## src/rtl/tlbx_pkg.sv

```systemverilog
package tlbx_pkg;

    localparam int VA_W      = 32;
    localparam int PAGE_W    = 20;
    localparam int OFF_W     = VA_W - PAGE_W;
    localparam int SR_NUM_W  = 4;
    localparam int DESC_W    = 3;

    localparam logic [SR_NUM_W-1:0] SR_INDEX   = 4'd1;
    localparam logic [SR_NUM_W-1:0] SR_PAGE    = 4'd2;
    localparam logic [SR_NUM_W-1:0] SR_FRAME   = 4'd3;
    localparam logic [SR_NUM_W-1:0] SR_BADADDR = 4'd4;
    localparam logic [SR_NUM_W-1:0] SR_BADACCS = 4'd5;

    typedef enum logic [1:0] {
        WID_BYTE = 2'd0,
        WID_HALF = 2'd1,
        WID_WORD = 2'd2,
        WID_RSVD = 2'd3
    } width_e;

    typedef enum logic [3:0] {
        CAUSE_NONE  = 4'd0,
        CAUSE_ALIGN = 4'd1,
        CAUSE_PRIV  = 4'd2,
        CAUSE_MISS  = 4'd3,
        CAUSE_INVAL = 4'd4,
        CAUSE_WPROT = 4'd5
    } cause_e;

    typedef struct packed {
        logic [PAGE_W-1:0] page;
        logic [PAGE_W-1:0] frame;
        logic              wen;
        logic              vld;
    } tlb_entry_t;

    typedef struct packed {
        logic              hit;
        logic              vld;
        logic              wen;
        logic [PAGE_W-1:0] frame;
    } lookup_t;

    typedef struct packed {
        logic   fault;
        logic   tlb_class;
        cause_e cause;
    } verdict_t;

    function automatic logic is_misaligned(input width_e w, input logic [1:0] low);
        case (w)
            WID_BYTE: return 1'b0;
            WID_HALF: return low[0];
            WID_WORD: return |low;
            default:  return 1'b1;
        endcase
    endfunction

    function automatic logic [DESC_W-1:0] access_desc(input logic wr, input width_e w);
        return {wr, w};
    endfunction

    function automatic logic sr_known(input logic [SR_NUM_W-1:0] n);
        return (n >= SR_INDEX) && (n <= SR_BADACCS);
    endfunction

endpackage

```

## src/rtl/tlbx_cam.sv

```systemverilog
module tlbx_cam
    import tlbx_pkg::*;
#(
    parameter int ENTRIES = 32,
    parameter int IDX_W   = $clog2(ENTRIES)
) (
    input  logic              clk,
    input  logic              rst,
    input  logic              wr_en,
    input  logic [IDX_W-1:0]  wr_idx,
    input  tlb_entry_t        wr_entry,
    input  logic [PAGE_W-1:0] lk_page,
    output lookup_t           lk
);

    tlb_entry_t         entry_q [ENTRIES];
    logic [ENTRIES-1:0] match;

    always_ff @(posedge clk) begin
        if (rst) begin
            for (int i = 0; i < ENTRIES; i++) entry_q[i] <= '0;
        end else if (wr_en) begin
            entry_q[wr_idx] <= wr_entry;
        end
    end

    for (genvar g = 0; g < ENTRIES; g++) begin : g_match
        assign match[g] = (entry_q[g].page == lk_page);
    end

    // scan from the top so the lowest matching index is the last to write
    always_comb begin
        lk = '0;
        for (int i = ENTRIES - 1; i >= 0; i--) begin
            if (match[i]) begin
                lk.hit   = 1'b1;
                lk.vld   = entry_q[i].vld;
                lk.wen   = entry_q[i].wen;
                lk.frame = entry_q[i].frame;
            end
        end
    end

endmodule

```

## src/rtl/tlbx_check.sv

```systemverilog
module tlbx_check
    import tlbx_pkg::*;
(
    input  logic             va_top,
    input  logic [OFF_W-1:0] va_off,
    input  logic             user,
    input  logic             write,
    input  width_e           width,
    input  lookup_t          lk,
    output verdict_t         verdict,
    output logic [VA_W-1:0]  paddr
);

    always_comb begin
        verdict       = '0;
        verdict.cause = CAUSE_NONE;
        if (is_misaligned(width, va_off[1:0])) begin
            verdict.cause = CAUSE_ALIGN;
        end else if (user && va_top) begin
            verdict.cause = CAUSE_PRIV;
        end else if (!lk.hit) begin
            verdict.cause     = CAUSE_MISS;
            verdict.tlb_class = 1'b1;
        end else if (!lk.vld) begin
            verdict.cause     = CAUSE_INVAL;
            verdict.tlb_class = 1'b1;
        end else if (write && !lk.wen) begin
            verdict.cause     = CAUSE_WPROT;
            verdict.tlb_class = 1'b1;
        end
        verdict.fault = (verdict.cause != CAUSE_NONE);
    end

    assign paddr = {lk.frame, va_off};

endmodule

```

## src/rtl/tlbx_fault_regs.sv

```systemverilog
module tlbx_fault_regs
    import tlbx_pkg::*;
#(
    parameter int IDX_W = 5
) (
    input  logic                clk,
    input  logic                rst,
    input  logic                cap_en,
    input  logic                cap_tlb,
    input  logic [VA_W-1:0]     cap_vaddr,
    input  logic [DESC_W-1:0]   cap_desc,
    input  logic [SR_NUM_W-1:0] sr_num,
    input  logic                sr_rd,
    input  logic                sr_wr,
    input  logic [VA_W-1:0]     sr_wdata,
    output logic [VA_W-1:0]     sr_rdata,
    output logic                sr_illegal,
    output logic [IDX_W-1:0]    index_q,
    output logic [PAGE_W-1:0]   page_q,
    output logic [PAGE_W-1:0]   frame_q,
    output logic                fwen_q,
    output logic                fvld_q,
    output logic [VA_W-1:0]     badaddr_q,
    output logic [DESC_W-1:0]   badaccs_q
);

    logic known;
    assign known      = sr_known(sr_num);
    assign sr_illegal = (sr_rd || sr_wr) && !known;

    always_ff @(posedge clk) begin
        if (rst) begin
            index_q   <= '0;
            page_q    <= '0;
            frame_q   <= '0;
            fwen_q    <= 1'b0;
            fvld_q    <= 1'b0;
            badaddr_q <= '0;
            badaccs_q <= '0;
        end else begin
            if (sr_wr && known) begin
                case (sr_num)
                    SR_INDEX:   index_q <= sr_wdata[IDX_W-1:0];
                    SR_PAGE:    page_q  <= sr_wdata[VA_W-1:OFF_W];
                    SR_FRAME: begin
                        frame_q <= sr_wdata[VA_W-1:OFF_W];
                        fwen_q  <= sr_wdata[1];
                        fvld_q  <= sr_wdata[0];
                    end
                    SR_BADADDR: badaddr_q <= sr_wdata;
                    SR_BADACCS: badaccs_q <= sr_wdata[DESC_W-1:0];
                    default: ;
                endcase
            end
            // capture is placed last so it overrides a same-cycle software write
            if (cap_en) begin
                badaddr_q <= cap_vaddr;
                badaccs_q <= cap_desc;
                if (cap_tlb) page_q <= cap_vaddr[VA_W-1:OFF_W];
            end
        end
    end

    always_comb begin
        sr_rdata = '0;
        case (sr_num)
            SR_INDEX:   sr_rdata = {{(VA_W-IDX_W){1'b0}}, index_q};
            SR_PAGE:    sr_rdata = {page_q, {OFF_W{1'b0}}};
            SR_FRAME:   sr_rdata = {frame_q, {(OFF_W-2){1'b0}}, fwen_q, fvld_q};
            SR_BADADDR: sr_rdata = badaddr_q;
            SR_BADACCS: sr_rdata = {{(VA_W-DESC_W){1'b0}}, badaccs_q};
            default:    sr_rdata = '0;
        endcase
    end

endmodule

```

## src/rtl/tlbx_mmu.sv

```systemverilog
module tlbx_mmu
    import tlbx_pkg::*;
#(
    parameter int ENTRIES = 32
) (
    input  logic        clk,
    input  logic        rst,
    input  logic        req_valid,
    input  logic [31:0] req_vaddr,
    input  logic        req_user,
    input  logic        req_write,
    input  logic [1:0]  req_width,
    output logic        rsp_done,
    output logic        rsp_exc,
    output logic [3:0]  rsp_cause,
    output logic [31:0] rsp_paddr,
    input  logic [3:0]  sr_num,
    input  logic        sr_rd,
    input  logic        sr_wr,
    input  logic [31:0] sr_wdata,
    output logic [31:0] sr_rdata,
    output logic        sr_illegal,
    input  logic        tlb_wr
);

    localparam int IDX_W = $clog2(ENTRIES);

    lookup_t           lk;
    verdict_t          verdict;
    logic [VA_W-1:0]   xl_paddr;
    tlb_entry_t        staged;
    logic [IDX_W-1:0]  fr_index;
    logic [PAGE_W-1:0] fr_page;
    logic [PAGE_W-1:0] fr_frame;
    logic              fr_wen;
    logic              fr_vld;
    logic [VA_W-1:0]   fr_badaddr;
    logic [DESC_W-1:0] fr_badaccs;
    logic              cap_en;

    assign staged = '{page: fr_page, frame: fr_frame, wen: fr_wen, vld: fr_vld};

    tlbx_cam #(.ENTRIES(ENTRIES), .IDX_W(IDX_W)) u_cam (
        .clk      (clk),
        .rst      (rst),
        .wr_en    (tlb_wr),
        .wr_idx   (fr_index),
        .wr_entry (staged),
        .lk_page  (req_vaddr[VA_W-1:OFF_W]),
        .lk       (lk)
    );

    tlbx_check u_check (
        .va_top  (req_vaddr[VA_W-1]),
        .va_off  (req_vaddr[OFF_W-1:0]),
        .user    (req_user),
        .write   (req_write),
        .width   (width_e'(req_width)),
        .lk      (lk),
        .verdict (verdict),
        .paddr   (xl_paddr)
    );

    assign cap_en = req_valid && verdict.fault;

    tlbx_fault_regs #(.IDX_W(IDX_W)) u_regs (
        .clk        (clk),
        .rst        (rst),
        .cap_en     (cap_en),
        .cap_tlb    (verdict.tlb_class),
        .cap_vaddr  (req_vaddr),
        .cap_desc   (access_desc(req_write, width_e'(req_width))),
        .sr_num     (sr_num),
        .sr_rd      (sr_rd),
        .sr_wr      (sr_wr),
        .sr_wdata   (sr_wdata),
        .sr_rdata   (sr_rdata),
        .sr_illegal (sr_illegal),
        .index_q    (fr_index),
        .page_q     (fr_page),
        .frame_q    (fr_frame),
        .fwen_q     (fr_wen),
        .fvld_q     (fr_vld),
        .badaddr_q  (fr_badaddr),
        .badaccs_q  (fr_badaccs)
    );

    always_ff @(posedge clk) begin
        if (rst) begin
            rsp_done  <= 1'b0;
            rsp_exc   <= 1'b0;
            rsp_cause <= CAUSE_NONE;
            rsp_paddr <= '0;
        end else begin
            rsp_done  <= req_valid && !verdict.fault;
            rsp_exc   <= cap_en;
            rsp_cause <= req_valid ? verdict.cause : CAUSE_NONE;
            rsp_paddr <= xl_paddr;
        end
    end

endmodule

```

## config.mk

```make
export PLATFORM = sky130hd
export DESIGN_NAME = tlbx_mmu
export DESIGN_NICKNAME = d
export VERILOG_FILES = /design/src/rtl/tlbx_pkg.sv /design/src/rtl/tlbx_cam.sv /design/src/rtl/tlbx_check.sv /design/src/rtl/tlbx_fault_regs.sv /design/src/rtl/tlbx_mmu.sv
export SDC_FILE = /design/constraint.sdc
export NUM_CORES = 2
export LEC_CHECK = 0
export CAP_MARGIN = 5
export CELL_PAD_IN_SITES_DETAIL_PLACEMENT = 2
export CELL_PAD_IN_SITES_GLOBAL_PLACEMENT = 2
export CORE_MARGIN = 1.5
export CORE_UTILIZATION = 35
export DETAILED_ROUTE_END_ITERATION = 7
export PLACE_DENSITY = 0.68
export SYNTH_ARGS = -nofsm -noshare
export SYNTH_HDL_FRONTEND = slang
export SYNTH_HIERARCHICAL = 1
export SYNTH_SLANG_ARGS = --single-unit
```

## constraint.sdc

```tcl
create_clock -name clk -period 7.1 [get_ports clk]
set_input_delay 1.775 -clock clk [delete_from_list [all_inputs] [get_ports clk]]
set_output_delay 1.775 -clock clk [all_outputs]
set_load 0.005 [all_outputs]
```

**Word level (Yosys, flattened, before mapping)**

Memories as Yosys holds them, arrays and structs flattened.
Cells that the tools add are included.
Widths: inputs -> output; s select.

- Add/sub/neg operators: 0
- Multipliers: 0
- Divide/modulo/power cells: 0
- $lt $le $gt $ge: 2
- Eq/ne operators: 39
- Shifts and indexed selects: 0
- Muxes and demuxes: 59
- Bitwise operators: 1
- Reduce and logical (&&, ||, !) cells: 23

Operator list:

| kind | count |
|---|---|
| $mux 23 | 32 |
| $eq 20x20->1 | 32 |
| $pmux 32 s5 | 1 |
| $mux 32 | 3 |
| $mux 20 | 4 |
| $mux 42 | 1 |
| $reduce_or 42->1 | 1 |
| $mux 5 | 4 |
| $mux 3 | 3 |
| $eq 4x2->1 const B | 2 |
| $eq 4x3->1 const B | 2 |
| $mux 1 | 8 |
| $mux 4 | 2 |
| $reduce_and 2->1 | 4 |
| $logic_and 1x1->1 | 7 |
| $reduce_bool 2->1 | 3 |
| $eq 4x1->1 const B | 1 |
| $ge 4x1->1 const B | 1 |
| $le 4x3->1 const B | 1 |
| $reduce_bool 4->1 | 1 |
| $reduce_or 2->1 | 2 |
| $logic_not 1->1 | 3 |
| $pmux 1 s3 | 1 |
| $eq 2x1->1 const B | 1 |
| 4 further kinds | 4 |

- Register bits after elaboration: 120
- Bits in latches: 0
- Bits in writable memories: 1344
- ROM bits: 0
- Output and inout port bits: 71
- Word-level logic and storage cells: 136
- Memories kept: 1

Memories:

| memory | depth | width | rd ports | clocked after memory_dff | write ports | RTL line | source |
|---|---|---|---|---|---|---|---|
| u_cam.entry_q | 32 | 42 | 32 | 0 | 32 | tlbx_cam.sv:16 | `tlb_entry_t entry_q [ENTRIES];` |

**Logic depth before layout (Yosys ltp)**

- Depth in word-level cells: 44
- Mapped depth: 25
- Gate-level depth less buffers: 17

**Modules after synthesis**

Netlist, hierarchy kept.

Modules (own cells, without submodules):

| module | instances | cells each | area each (um^2) | sequential area each (um^2) |
|---|---|---|---|---|
| tlbx_cam | 1 | 5133 | 64850.9 | 40358.7 |
| tlbx_fault_regs | 1 | 514 | 4381.7 | 1641.6 |
| tlbx_mmu | 1 | 81 | 1057.3 | 760.7 |
| tlbx_check | 1 | 48 | 335.3 | 0.0 |

**Worst setup path before layout**

OpenSTA, ideal clock, no wires.

- Kind: in2reg
- Start: in req_vaddr[13]
- End: reg u_regs.page_q[0]
- Arrival time: 5.557 ns
- Required time: 6.952 ns
- Setup slack: 1.395 ns
- Stages on the path: 25
- Path buffers: 10
- Cells stage by stage: buf_2 buf_6 buf_6 buf_6 xnor2_1 nand4_1 nor3_1 nand3_2 buf_2 inv_2 buf_6 clkbuf_4 nand2_1 o311ai_1 a211oi_1 o221ai_1 a21boi_1 or3b_1 and2_1 buf_2 and2_1 clkbuf_1 clkbuf_1 a31oi_1 a221oi_1

RTL lines:

| item | RTL line | source |
|---|---|---|
| start: declaration | tlbx_mmu.sv:9 | `input logic [31:0] req_vaddr,` |
| end signal: assignment | tlbx_fault_regs.sv:44 | `SR_PAGE: page_q <= sr_wdata[VA_W-1:OFF_W];` |
| end signal: assignment | tlbx_fault_regs.sv:59 | `if (cap_tlb) page_q <= cap_vaddr[VA_W-1:OFF_W];` |
| end: declaration | tlbx_fault_regs.sv:19 | `output logic [PAGE_W-1:0] page_q,` |

==> results by group <==
Clock tree
  • Post-CTS resize count: 0
  • Max clock buf depth: 3
  • Root Buffer: clkbuf_16
  • CTS Sinks: 1464
  • Worst skew pair latency: 0.85 ns
  • CTS H-tree lvls: 4
  • Clock transition at the registers of the reported paths: 0.05 ns
  • Hold Buf Count CTS: 0
  • CTS tree: yes
  • Total CTS buffers: 167
  • Post-CTS setup buffer count: 0

Floorplan
  • I/O pin count: 149
  • Chip Height: 452 um
  • Die X: 452 um
  • Core ar.: 200000 um^2
  • Die area: 204000 um^2
  • Initial Util: 0.353
  • # rows: 164

GRT
  • Grt met3 use: 0.0391
  • All-Layer GR Usage: 0.274
  • Grt ovf: 0
  • Via count of the first global-routing pass: 51900
  • M1 GR Usage: 0.368
  • Grt met2 use: 0.448
  • First-pass GRT wire length: 400000 um
  • Gr busiest metal: met2
  • Initial antenna violation count: 26
  • Largest net degree at the start of global routing: 70

Power and ir drop
  • Sequential Power Share: 0.496
  • P_leak: 28.8 nW
  • Net Sw Power: 4.69 mW
  • Int Power: 15.1 mW
  • Clk network pwr share: 0.444
  • Comb pwr share: 0.060
  • Sw Ratio: 0.237
  • Worst vdd ir: 0.298 mV
  • Power per cell area: 248 nW/um^2

Placement
  • Quantity of I/O buffers inserted on ports: 148
  • GPL Wtd Cong: 0.850
  • HPWL Detailed: 178000 um
  • DP Area: 74700 um^2
  • Pre-CTS setup slack: -0.411 ns

Final layout
  • Final Cell Area: 80100 um^2
  • Area grow syn2layout: 13.4%
  • Final Util: 0.400
  • Layout Nets: 5860
  • Layout cells sized above 1: 0.119

Yosys
  • Synth cell count leaders: 1359 x and2_1, 1344 x edfxtp_1, 366 x clkbuf_1
  • Synth area leaders: edfxtp_1 57%, and2_1 12%, xnor2_1 4.4%, xor2_1 3.6%, dfxtp_1 3.4%
  • Seq cells post-synth: 1464
  • Net Count, Synth: 5854
  • Register area share after synthesis: 0.605
  • Top-count cell post-synth: and2_1
  • Ys Warns: 6
  • Post-synth top area share: 0.571
  • Library cells used by synthesis: 90
  • Synth Flop Type: edfxtp_1
  • EDFF count, synth: 1344
  • Post-synthesis cell area: 70600 um^2
  • Synthesized area per cell: 12.2 um^2
  • Cells after Synth: 5776
  • Synth async-reset ratio: 0
  • Cell taking the most area after synthesis: edfxtp_1

Worst setup path
  • Crit-path max FO: 40
  • FF-to-FF Start: u_cam/entry_q[24][25]$_SDFFCE_PN0P_
  • R2r worst-path depth: 18
  • Worst setup path category: in -> reg
  • Critical Path AT: 7.59 ns
  • Setup crit start: req_vaddr[29]
  • Reg-to-reg slack, setup: 1.16 ns
  • Worst R2R End: u_regs/page_q[4]$_SDFF_PP0_
  • CP endpoint kind: flip-flop
  • Startpoint Class: primary input
  • Crit path required time: 7.81 ns

Timing
  • WHS: 0.494 ns
  • Final TNS setup: 0 ns
  • Worst slew pin tran: 1.29 ns
  • Period utilisation layout: 0.969
  • Clock skew: 0.0309 ns
  • RSZ-0062 raised after global routing: false
  • # setup viols final: 0
  • Period minus WS final: 6.88 ns
  • Rel. slew slack: 0.142
  • Slew Limit Fails: 0
  • Fmax: 0.145 GHz
  • Final WS setup: 0.218 ns
  • Fin. Hold Viols: 0

Route
  • Vias: 49000
  • Initial DRC Count: 5526
  • DRC viols: 0
  • ANT nets after route: 0
  • Total detailed-routing wirelength: 285000 um
  • WL/cell: 33.1 um
  • Vias per cell: 5.70
  • DRT Pass-1 Iters: 8

Worst hold path
  • Endpoint, Worst Hold: u_regs/badaddr_q[7]$_SDFFE_PP0P_
  • Worst min path class: reg -> reg
  • Hold_sp: u_regs/badaddr_q[7]$_SDFFE_PP0P_
  • Hold path depth: 2

Job
  • Max_cap viols: 0

Run status
  • Status: finished clean
metal layers:
metal / routed length (um) / vias to the layer above
met2: 136000 / 1933
met5: 21 / -
met1: 119000 / 26200
met4: 10500 / 4
li1: - / 20400
met3: 19300 / 389
flip-flops by register name, summed over array words and instances, names as in the netlist:
| signal | count |
|---|---|
| rsp_paddr | 32 |
| rsp_cause | 4 |
| u_regs/badaddr_q | 32 |
| u_regs/page_q | 20 |
| u_regs/fvld_q | 1 |
| u_regs/index_q | 5 |
| u_regs/frame_q | 20 |
| u_cam/entry_q | 1344 |
| rsp_exc | 1 |
| rsp_done | 1 |
| u_regs/fwen_q | 1 |
| u_regs/badaccs_q | 3 |
worst max path at each step:
stage / slack (ns) / end / cells after the start
floorplan: 1.39 / u_regs/page_q[0]$_SDFF_PP0_ / 25
global route: 0.19 / u_regs/page_q[7]$_SDFF_PP0_ / 20
global placement: -0.29 / u_regs/page_q[4]$_SDFF_PP0_ / 20
finish: 0.22 / u_regs/page_q[4]$_SDFF_PP0_ / 19
detailed placement: -0.41 / u_regs/page_q[6]$_SDFF_PP0_ / 19
CTS: 0.43 / u_regs/page_q[6]$_SDFF_PP0_ / 19
worst max-delay path, stage by stage:
cell and delay (ns):
buf_4 0.46, xor2_1 0.16, nor4_1 0.29, nand3_1 0.50, or2_1 0.56, o21ai_1 0.24
or4b_1 0.15, nor2_1 0.04, o311ai_1 1.00, buf_4 0.28, a211oi_1 0.08, o221ai_1 0.23
a21boi_1 0.25, buf_4 0.19, or3b_1 0.38, and2_2 0.23, and2_1 0.18, buf_12 0.18
a221oi_1 0.35
power by group through the flow:
stage / Sequential (mW) / Combinational, mW / Clock [mW]
6_report: 9.84 / 1.20 / 8.80
5_1_grt: 9.87 / 1.24 / 9.22
4_1_cts: 9.85 / 1.19 / 8.92
3_5_place_dp: 10.0 / 1.18 / 0
3_3_place_gp: 10.0 / 1.15 / 0
2_1_floorplan: 9.95 / 0.659 / 0
final cells by class:
type	count	area [um^2]
Antenna cell	17	42.5
Timing Repair Buffer	390	3360
Sequential cell	1464	42800
Inverter	99	372
Clock inverter	82	820
Multi-Input combinational cell	3660	24800
Tap cell	2656	3320
Fill cell	20200	120000
Clock buffer	225	4610
cell usage in the layout (no fill, tap or decap), types with 20 or more instances in the layout:
cell type and instances:
a211oi_1 22, clkinv_1 35, a21oi_1 95, o211ai_1 30, xnor2_1 352, nor2b_1 36
o22ai_1 21, xor2_1 288, nand4_1 90, o21ai_1 20, or4b_1 20, a221o_1 39
o221ai_1 24, buf_4 248, a21boi_0 20, inv_1 95, nand2b_1 27, edfxtp_1 1344
dfxtp_2 30, clkinv_2 23, nand3_1 73, clkdlybuf4s50_1 126, nor2_2 29, nor2_1 152
o21ai_0 191, a31oi_1 95, a22oi_1 23, a222oi_1 22, clkbuf_16 174, a221oi_2 48
nand2_1 175, clkbuf_1 45, nor3_1 77, a221oi_1 52, nor4_1 72, and2_1 1357
or2_2 30, dfxtp_1 90
cells by family after synthesis:
logic type                Yosys count  share of synthesized area
and+or+nand+nor                  2254                      0.189
DFF                              1464                      0.605
AOI/OAI and AO/OA                 761                     0.0789
buffers and inverters             652                     0.0462
xor gates and xnor gates          640                     0.0794
muxes                               4                   0.000585
other                               1                  0.0000531
through the flow:
stage,total power [mW],cells
floorplan,10.6,5776
global placement,11.2,8269
detailed placement,11.2,8269
CTS,20.0,8576
global route,20.3,8578
finish,19.8,8593
No activity file was read; power rests on OpenSTA's default activity.
